<file path="config.mk">
export PLATFORM = sky130hd
export DESIGN_NAME = rxfc_gate
export DESIGN_NICKNAME = d
export VERILOG_FILES = /design/src/rtl/rxfc_pkg.sv /design/src/rtl/rxfc_match.sv /design/src/rtl/rxfc_txgate.sv /design/src/rtl/rxfc_rxpath.sv /design/src/rtl/rxfc_gate.sv
export SDC_FILE = /design/constraint.sdc
export NUM_CORES = 1
export LEC_CHECK = 0
export BUFFER_PORTS_ARGS = -buffer_cell sky130_fd_sc_hd__buf_4
export CAP_MARGIN = 20
export CELL_PAD_IN_SITES_DETAIL_PLACEMENT = 1
export CELL_PAD_IN_SITES_GLOBAL_PLACEMENT = 1
export CORE_MARGIN = 2
export CORE_UTILIZATION = 22
export DETAILED_ROUTE_END_ITERATION = 12
export PLACE_DENSITY_LB_ADDON = 0.1
export SLEW_MARGIN = 20
export SYNTH_ARGS = -nofsm -noshare
export SYNTH_HDL_FRONTEND = slang
export SYNTH_SLANG_ARGS = --single-unit
</file>
<file path="constraint.sdc">
create_clock -name clk -period 1.2 [get_ports clk]
set_clock_uncertainty 0.1 [all_clocks]
set_input_delay 0.18 -clock clk [delete_from_list [all_inputs] [get_ports clk]]
set_output_delay 0.18 -clock clk [all_outputs]
set_load 0.02 [all_outputs]
</file>
<file path="src/rtl/rxfc_pkg.sv">
package rxfc_pkg;

  typedef enum logic [1:0] {
    FC_OFF  = 2'b00,
    FC_SETB = 2'b01,
    FC_SETA = 2'b10,
    FC_BOTH = 2'b11
  } fc_mode_e;

  // Detection is live only for a valid mode combination outside 9-bit mode.
  function automatic logic fc_enabled(input logic enh, input logic nine,
                                      input logic [1:0] rxm, input logic [1:0] txm);
    logic tx_single;
    tx_single = (txm == 2'b01) || (txm == 2'b10);
    if (!enh || nine)          return 1'b0;
    if (rxm == FC_OFF)         return 1'b0;
    if (rxm == FC_BOTH)        return tx_single;
    return 1'b1;
  endfunction

  function automatic logic use_set_a(input logic [1:0] rxm);
    return (rxm == FC_SETA) || (rxm == FC_BOTH);
  endfunction

  function automatic logic use_set_b(input logic [1:0] rxm);
    return (rxm == FC_SETB) || (rxm == FC_BOTH);
  endfunction

endpackage

</file>
<file path="src/rtl/rxfc_match.sv">
module rxfc_match
  import rxfc_pkg::*;
#(
  parameter int DW = 8
) (
  input  logic          rx_vld,
  input  logic [DW-1:0] rx_byte,
  input  logic [DW-1:0] pause_a,
  input  logic [DW-1:0] pause_b,
  input  logic [DW-1:0] resume_a,
  input  logic [DW-1:0] resume_b,
  input  logic [1:0]    rx_mode,
  input  logic [1:0]    tx_mode,
  input  logic          enh_en,
  input  logic          spec_en,
  input  logic          nine_bit,
  output logic          fc_on,
  output logic          pause_hit,
  output logic          resume_hit,
  output logic          spec_hit
);
  localparam int NCH = 2;

  logic [NCH-1:0] set_on;
  logic [NCH-1:0] p_eq;
  logic [NCH-1:0] r_eq;
  logic [DW-1:0]  p_chr [NCH];
  logic [DW-1:0]  r_chr [NCH];

  always_comb begin
    p_chr[0] = pause_a;
    p_chr[1] = pause_b;
    r_chr[0] = resume_a;
    r_chr[1] = resume_b;
    set_on[0] = use_set_a(rx_mode);
    set_on[1] = use_set_b(rx_mode);
  end

  for (genvar gi = 0; gi < NCH; gi++) begin : g_cmp
    assign p_eq[gi] = set_on[gi] && (rx_byte == p_chr[gi]);
    assign r_eq[gi] = set_on[gi] && (rx_byte == r_chr[gi]);
  end

  assign fc_on      = fc_enabled(enh_en, nine_bit, rx_mode, tx_mode);
  assign pause_hit  = rx_vld && fc_on && (|p_eq);
  assign resume_hit = rx_vld && fc_on && (|r_eq);
  assign spec_hit   = rx_vld && enh_en && spec_en && (rx_byte == pause_b);

endmodule

</file>
<file path="src/rtl/rxfc_txgate.sv">
module rxfc_txgate (
  input  logic clk,
  input  logic rst_n,
  input  logic fc_on,
  input  logic pause_hit,
  input  logic resume_hit,
  input  logic tx_busy,
  output logic tx_allow
);
  logic pend_q;

  always_ff @(posedge clk or negedge rst_n) begin
    if (!rst_n) begin
      tx_allow <= 1'b1;
      pend_q   <= 1'b0;
    end else if (!fc_on) begin
      tx_allow <= 1'b1;
      pend_q   <= 1'b0;
    end else if (pause_hit) begin
      if (tx_busy) begin
        pend_q <= 1'b1;
      end else begin
        tx_allow <= 1'b0;
        pend_q   <= 1'b0;
      end
    end else if (resume_hit) begin
      tx_allow <= 1'b1;
      pend_q   <= 1'b0;
    end else if (pend_q && !tx_busy) begin
      tx_allow <= 1'b0;
      pend_q   <= 1'b0;
    end
  end

  p_idle_allow_r2: assert property (@(posedge clk) disable iff (!rst_n)
    !fc_on |=> tx_allow);
  p_pause_now_r4: assert property (@(posedge clk) disable iff (!rst_n)
    (pause_hit && !tx_busy) |=> !tx_allow);
  p_pause_wait_r5: assert property (@(posedge clk) disable iff (!rst_n)
    (pause_hit && tx_busy && tx_allow) |=> tx_allow);
  p_resume_r6: assert property (@(posedge clk) disable iff (!rst_n)
    (resume_hit && !pause_hit) |=> tx_allow);

endmodule

</file>
<file path="src/rtl/rxfc_rxpath.sv">
module rxfc_rxpath (
  input  logic clk,
  input  logic rst_n,
  input  logic rx_vld,
  input  logic pause_hit,
  input  logic resume_hit,
  input  logic spec_hit,
  input  logic spec_ie,
  input  logic irq_clr,
  output logic push_fifo,
  output logic irq
);
  logic consumed;
  logic irq_set;

  assign consumed = (pause_hit || resume_hit) && !spec_hit;
  assign irq_set  = spec_hit && spec_ie;

  always_ff @(posedge clk or negedge rst_n) begin
    if (!rst_n) begin
      push_fifo <= 1'b0;
      irq       <= 1'b0;
    end else begin
      push_fifo <= rx_vld && !consumed;
      if (irq_set)      irq <= 1'b1;
      else if (irq_clr) irq <= 1'b0;
    end
  end

  p_no_push_r7: assert property (@(posedge clk) disable iff (!rst_n)
    !rx_vld |=> !push_fifo);
  p_spec_kept_r8: assert property (@(posedge clk) disable iff (!rst_n)
    spec_hit |=> push_fifo);
  p_irq_set_r9: assert property (@(posedge clk) disable iff (!rst_n)
    irq_set |=> irq);
  p_irq_hold_r9: assert property (@(posedge clk) disable iff (!rst_n)
    (irq && !irq_clr) |=> irq);

endmodule

</file>
<file path="src/rtl/rxfc_gate.sv">
module rxfc_gate #(
  parameter int DW = 8
) (
  input  logic          clk,
  input  logic          rst_n,
  input  logic          rx_vld,
  input  logic [DW-1:0] rx_byte,
  input  logic [DW-1:0] pause_a,
  input  logic [DW-1:0] pause_b,
  input  logic [DW-1:0] resume_a,
  input  logic [DW-1:0] resume_b,
  input  logic [1:0]    rx_mode,
  input  logic [1:0]    tx_mode,
  input  logic          enh_en,
  input  logic          spec_en,
  input  logic          spec_ie,
  input  logic          nine_bit,
  input  logic          tx_busy,
  input  logic          irq_clr,
  output logic          tx_allow,
  output logic          push_fifo,
  output logic          irq
);
  logic fc_on;
  logic pause_hit;
  logic resume_hit;
  logic spec_hit;

  rxfc_match #(.DW(DW)) u_match (
    .rx_vld    (rx_vld),
    .rx_byte   (rx_byte),
    .pause_a   (pause_a),
    .pause_b   (pause_b),
    .resume_a  (resume_a),
    .resume_b  (resume_b),
    .rx_mode   (rx_mode),
    .tx_mode   (tx_mode),
    .enh_en    (enh_en),
    .spec_en   (spec_en),
    .nine_bit  (nine_bit),
    .fc_on     (fc_on),
    .pause_hit (pause_hit),
    .resume_hit(resume_hit),
    .spec_hit  (spec_hit)
  );

  rxfc_txgate u_txgate (
    .clk       (clk),
    .rst_n     (rst_n),
    .fc_on     (fc_on),
    .pause_hit (pause_hit),
    .resume_hit(resume_hit),
    .tx_busy   (tx_busy),
    .tx_allow  (tx_allow)
  );

  rxfc_rxpath u_rxpath (
    .clk       (clk),
    .rst_n     (rst_n),
    .rx_vld    (rx_vld),
    .pause_hit (pause_hit),
    .resume_hit(resume_hit),
    .spec_hit  (spec_hit),
    .spec_ie   (spec_ie),
    .irq_clr   (irq_clr),
    .push_fifo (push_fifo),
    .irq       (irq)
  );

  p_hit_needs_on_r2: assert property (@(posedge clk) disable iff (!rst_n)
    (pause_hit || resume_hit) |-> fc_on);

endmodule

</file>
==> impl_metrics.env <==
export IMPL_nFillCells=332
export IMPL_cp_arrival_ps=970
export IMPL_antenna_found_initial=0
export IMPL_netlist_area_leader_share=0.3043
export IMPL_dp_slack_ps=-390.4
export IMPL_wl_mm=2.351
export IMPL_worstHoldPathType="input pin to flop"
export IMPL_cts_root_buffer="clkbuf_4"
export IMPL_syn_area_um2=633.1
export IMPL_ys_types=24
export IMPL_ys_flop_type="dfrtp_1"
export IMPL_cts_tree="yes"
export IMPL_first_pass_iters=3
export IMPL_dpl_cell_area_mm2=0.001185
export IMPL_wl_per_cell_um=12.99
export IMPL_yosysWarnings=0
export IMPL_grt_max_degree=6
export IMPL_drv_cap=0
export IMPL_power_leakage_nw=0.6278
export IMPL_drc=0
export IMPL_peakVddDrop_uv=412.9
export IMPL_ys_seq_elements=4
export IMPL_finalCriticalPeriod_ps=1251
export IMPL_path_max_fanout=2
export IMPL_synth_edff_count=0
export IMPL_cp_slowest_cell="dfstp_2"
export IMPL_async_flop_share=1.000
export IMPL_critPathLaunchType="flop"
export IMPL_layout_common_cells="59 x buf_4, 17 x xnor2_1, 9 x xor2_1"
export IMPL_yosysTopAreaCell="xnor2_1"
export IMPL_dieArea_mm2=0.003323
export IMPL_worst_r2r_path_depth=3
export IMPL_status="finished with violations"
export IMPL_start_util=0.2316
export IMPL_die_w_um=57.65
export IMPL_p_per_area_mw_per_mm2=536.5
export IMPL_final_common_cell="buf_4"
export IMPL_timing_rr_end="u_txgate.tx_allow"
export IMPL_area_growth_pct=115.2
export IMPL_timing_worst_setup_path_type="flop to output port"
export IMPL_syn_avg_cell_area_um2=8.222
export IMPL_overflow=0
export IMPL_fin_crit_sh=1.042
export IMPL_cp_end_kind="output port"
export IMPL_path_cells="buf_6 > buf_6"
export IMPL_htree_levels=1
export IMPL_cp_slowest_stage_delay_ps=530
export IMPL_first_iter_violations=13
export IMPL_ff_latch_area_um2=101.3
export IMPL_track_usage=0.1516
export IMPL_diodes=0
export IMPL_synthCells=77
export IMPL_min_delay_start="irq_clr"
export IMPL_insertion_delay_ps=240
export IMPL_r2r_slack_ps=-20
export IMPL_final_max_slew_viol_count=0
export IMPL_fin_ws_ps=-50.52
export IMPL_grt_pass1_vias=887
export IMPL_num_nets_final=204
export IMPL_power_mw=0.7311
export IMPL_num_rows=19
export IMPL_finalSetupViolCount=2
export IMPL_violations="negative setup slack"
export IMPL_min_to="u_rxpath.irq"
export IMPL_gp_congestion=0.7557
export IMPL_slew_headroom=0.7233
export IMPL_worstReg2RegStart="u_txgate.tx_allow"
export IMPL_drive_gt1_frac=0.5933
export IMPL_clk_pin_slew_worst_paths_ps=40
export IMPL_fin_area_mm2=0.001363
export IMPL_multi_input_area_um2=600.6
export IMPL_hpwl_mm=2.052
export IMPL_cp_common_cell="buf_6"
export IMPL_portBuffers=55
export IMPL_core_area_mm2=0.002734
export IMPL_viasPerCell=4.492
export IMPL_cp_required_ps=920
export IMPL_seq_area_frac_synth=0.1601
export IMPL_drtAntennaViolNets=0
export IMPL_ios=56
export IMPL_numCtsBuffers=3
export IMPL_synthesis_nets=130
export IMPL_grt_pass1_wl_mm=3.967
export IMPL_synth_area_leaders="xnor2_1 30%, xor2_1 15%, dfrtp_1 12%, nand4_1 4.9%, a2111oi_4 4.3%"
export IMPL_fmax_ghz=0.7997
export IMPL_worstHoldPathCells=2
export IMPL_hold_viol=0
export IMPL_clk_path_buf_depth=2
export IMPL_clock_sinks=4
export IMPL_tightest_slew_ps=413.6
export IMPL_via_count=813
export IMPL_rsz0062_at_grt="yes"
export IMPL_dieHeight_um=57.65
## routing by layer
layer  vias to the layer above  share of wire  track usage
li1                        408              -            -
met5                         -              0            0
met1                       370           0.40       0.1826
met4                         0         0.0051      0.03654
met2                        33           0.54       0.2825
met3                         2          0.062      0.02009
## how the worst max path moves through the flow
stage | startpoint | to | depth (start not counted)
floorplan | rx_byte[2] | u_txgate.tx_allow | 7
global placement | rx_byte[5] | u_txgate.tx_allow | 7
detailed placement | rx_byte[5] | u_txgate.tx_allow | 7
CTS | u_txgate.tx_allow | tx_allow | 2
global route | rx_byte[1] | u_txgate.tx_allow | 8
finish | u_txgate.tx_allow | tx_allow | 2
## synthesized netlist by cell type, types with 2 or more instances
cell     count
nor2_1       2
dfrtp_1      3
o22ai_1      2
nand4_1      5
nand2_1      5
xnor2_1     22
xor2_1      11
inv_1        6
nand3_1      2
nor3_1       4
a21oi_1      2
## critical path: cells and delay by family (launching register included)
kind / cells / cell delay (ps)
buffers and inverters: 2 / 190
flip-flops: 1 / 530
## where the power goes
group	switching [mW]	internal, mW
clock	0.0681	0.126
sequential	0.000896	0.137
combinational	0.152	0.247
## registers in the layout, summed over array words and instances, names as in the netlist
register and cells:
u_txgate.tx_allow 1, u_rxpath.irq 1, u_txgate.pend_q 1, u_rxpath.push_fifo 1
## through the flow
| stage | setup TNS, ps | instances | utilization | hold slack (ps) |
|---|---|---|---|---|
| 2_1_floorplan | -166.8 | 77 | - | -215.6 |
| 3_5_place_dp | -1191 | 175 | 0.4334 | -118.8 |
| 3_3_place_gp | -1044 | 175 | 0.4334 | -123.3 |
| 6_report | -73.13 | 181 | 0.4984 | 23.01 |
| 4_1_cts | -122.0 | 181 | 0.4792 | 24.62 |
| 5_1_grt | -289.5 | 181 | 0.4984 | 29.24 |
## cell families after synthesis
kind of cell	synth area share
AO/OA/AOI/OAI	0.1443
AND/OR/NAND/NOR	0.1957
buffers and inverters	0.04347
flip-flops	0.1601
XOR/XNOR	0.4565
## what timing repair did
| item | in CTS | in global routing |
|---|---|---|
| endpoints found under the hold margin | 4 | 0 |
| gates cloned | 0 | 0 |
| endpoints found under the setup margin | 4 | 5 |
| resized for setup | 16 | 12 |
| setup buffers | 1 | 0 |
| hold buffers | 1 | 0 |
| pin swaps | 10 | 9 |
## final cells by class
class                           instances  share of cell area
Multi-Input combinational cell         66              0.4408
Timing Repair Buffer                   70              0.4206
Inverter                                6             0.01653
Clock buffer                            4             0.01928
Sequential cell                         4             0.07438
Tap cell                               31             0.02847
No activity file was read; power rests on OpenSTA's default activity.
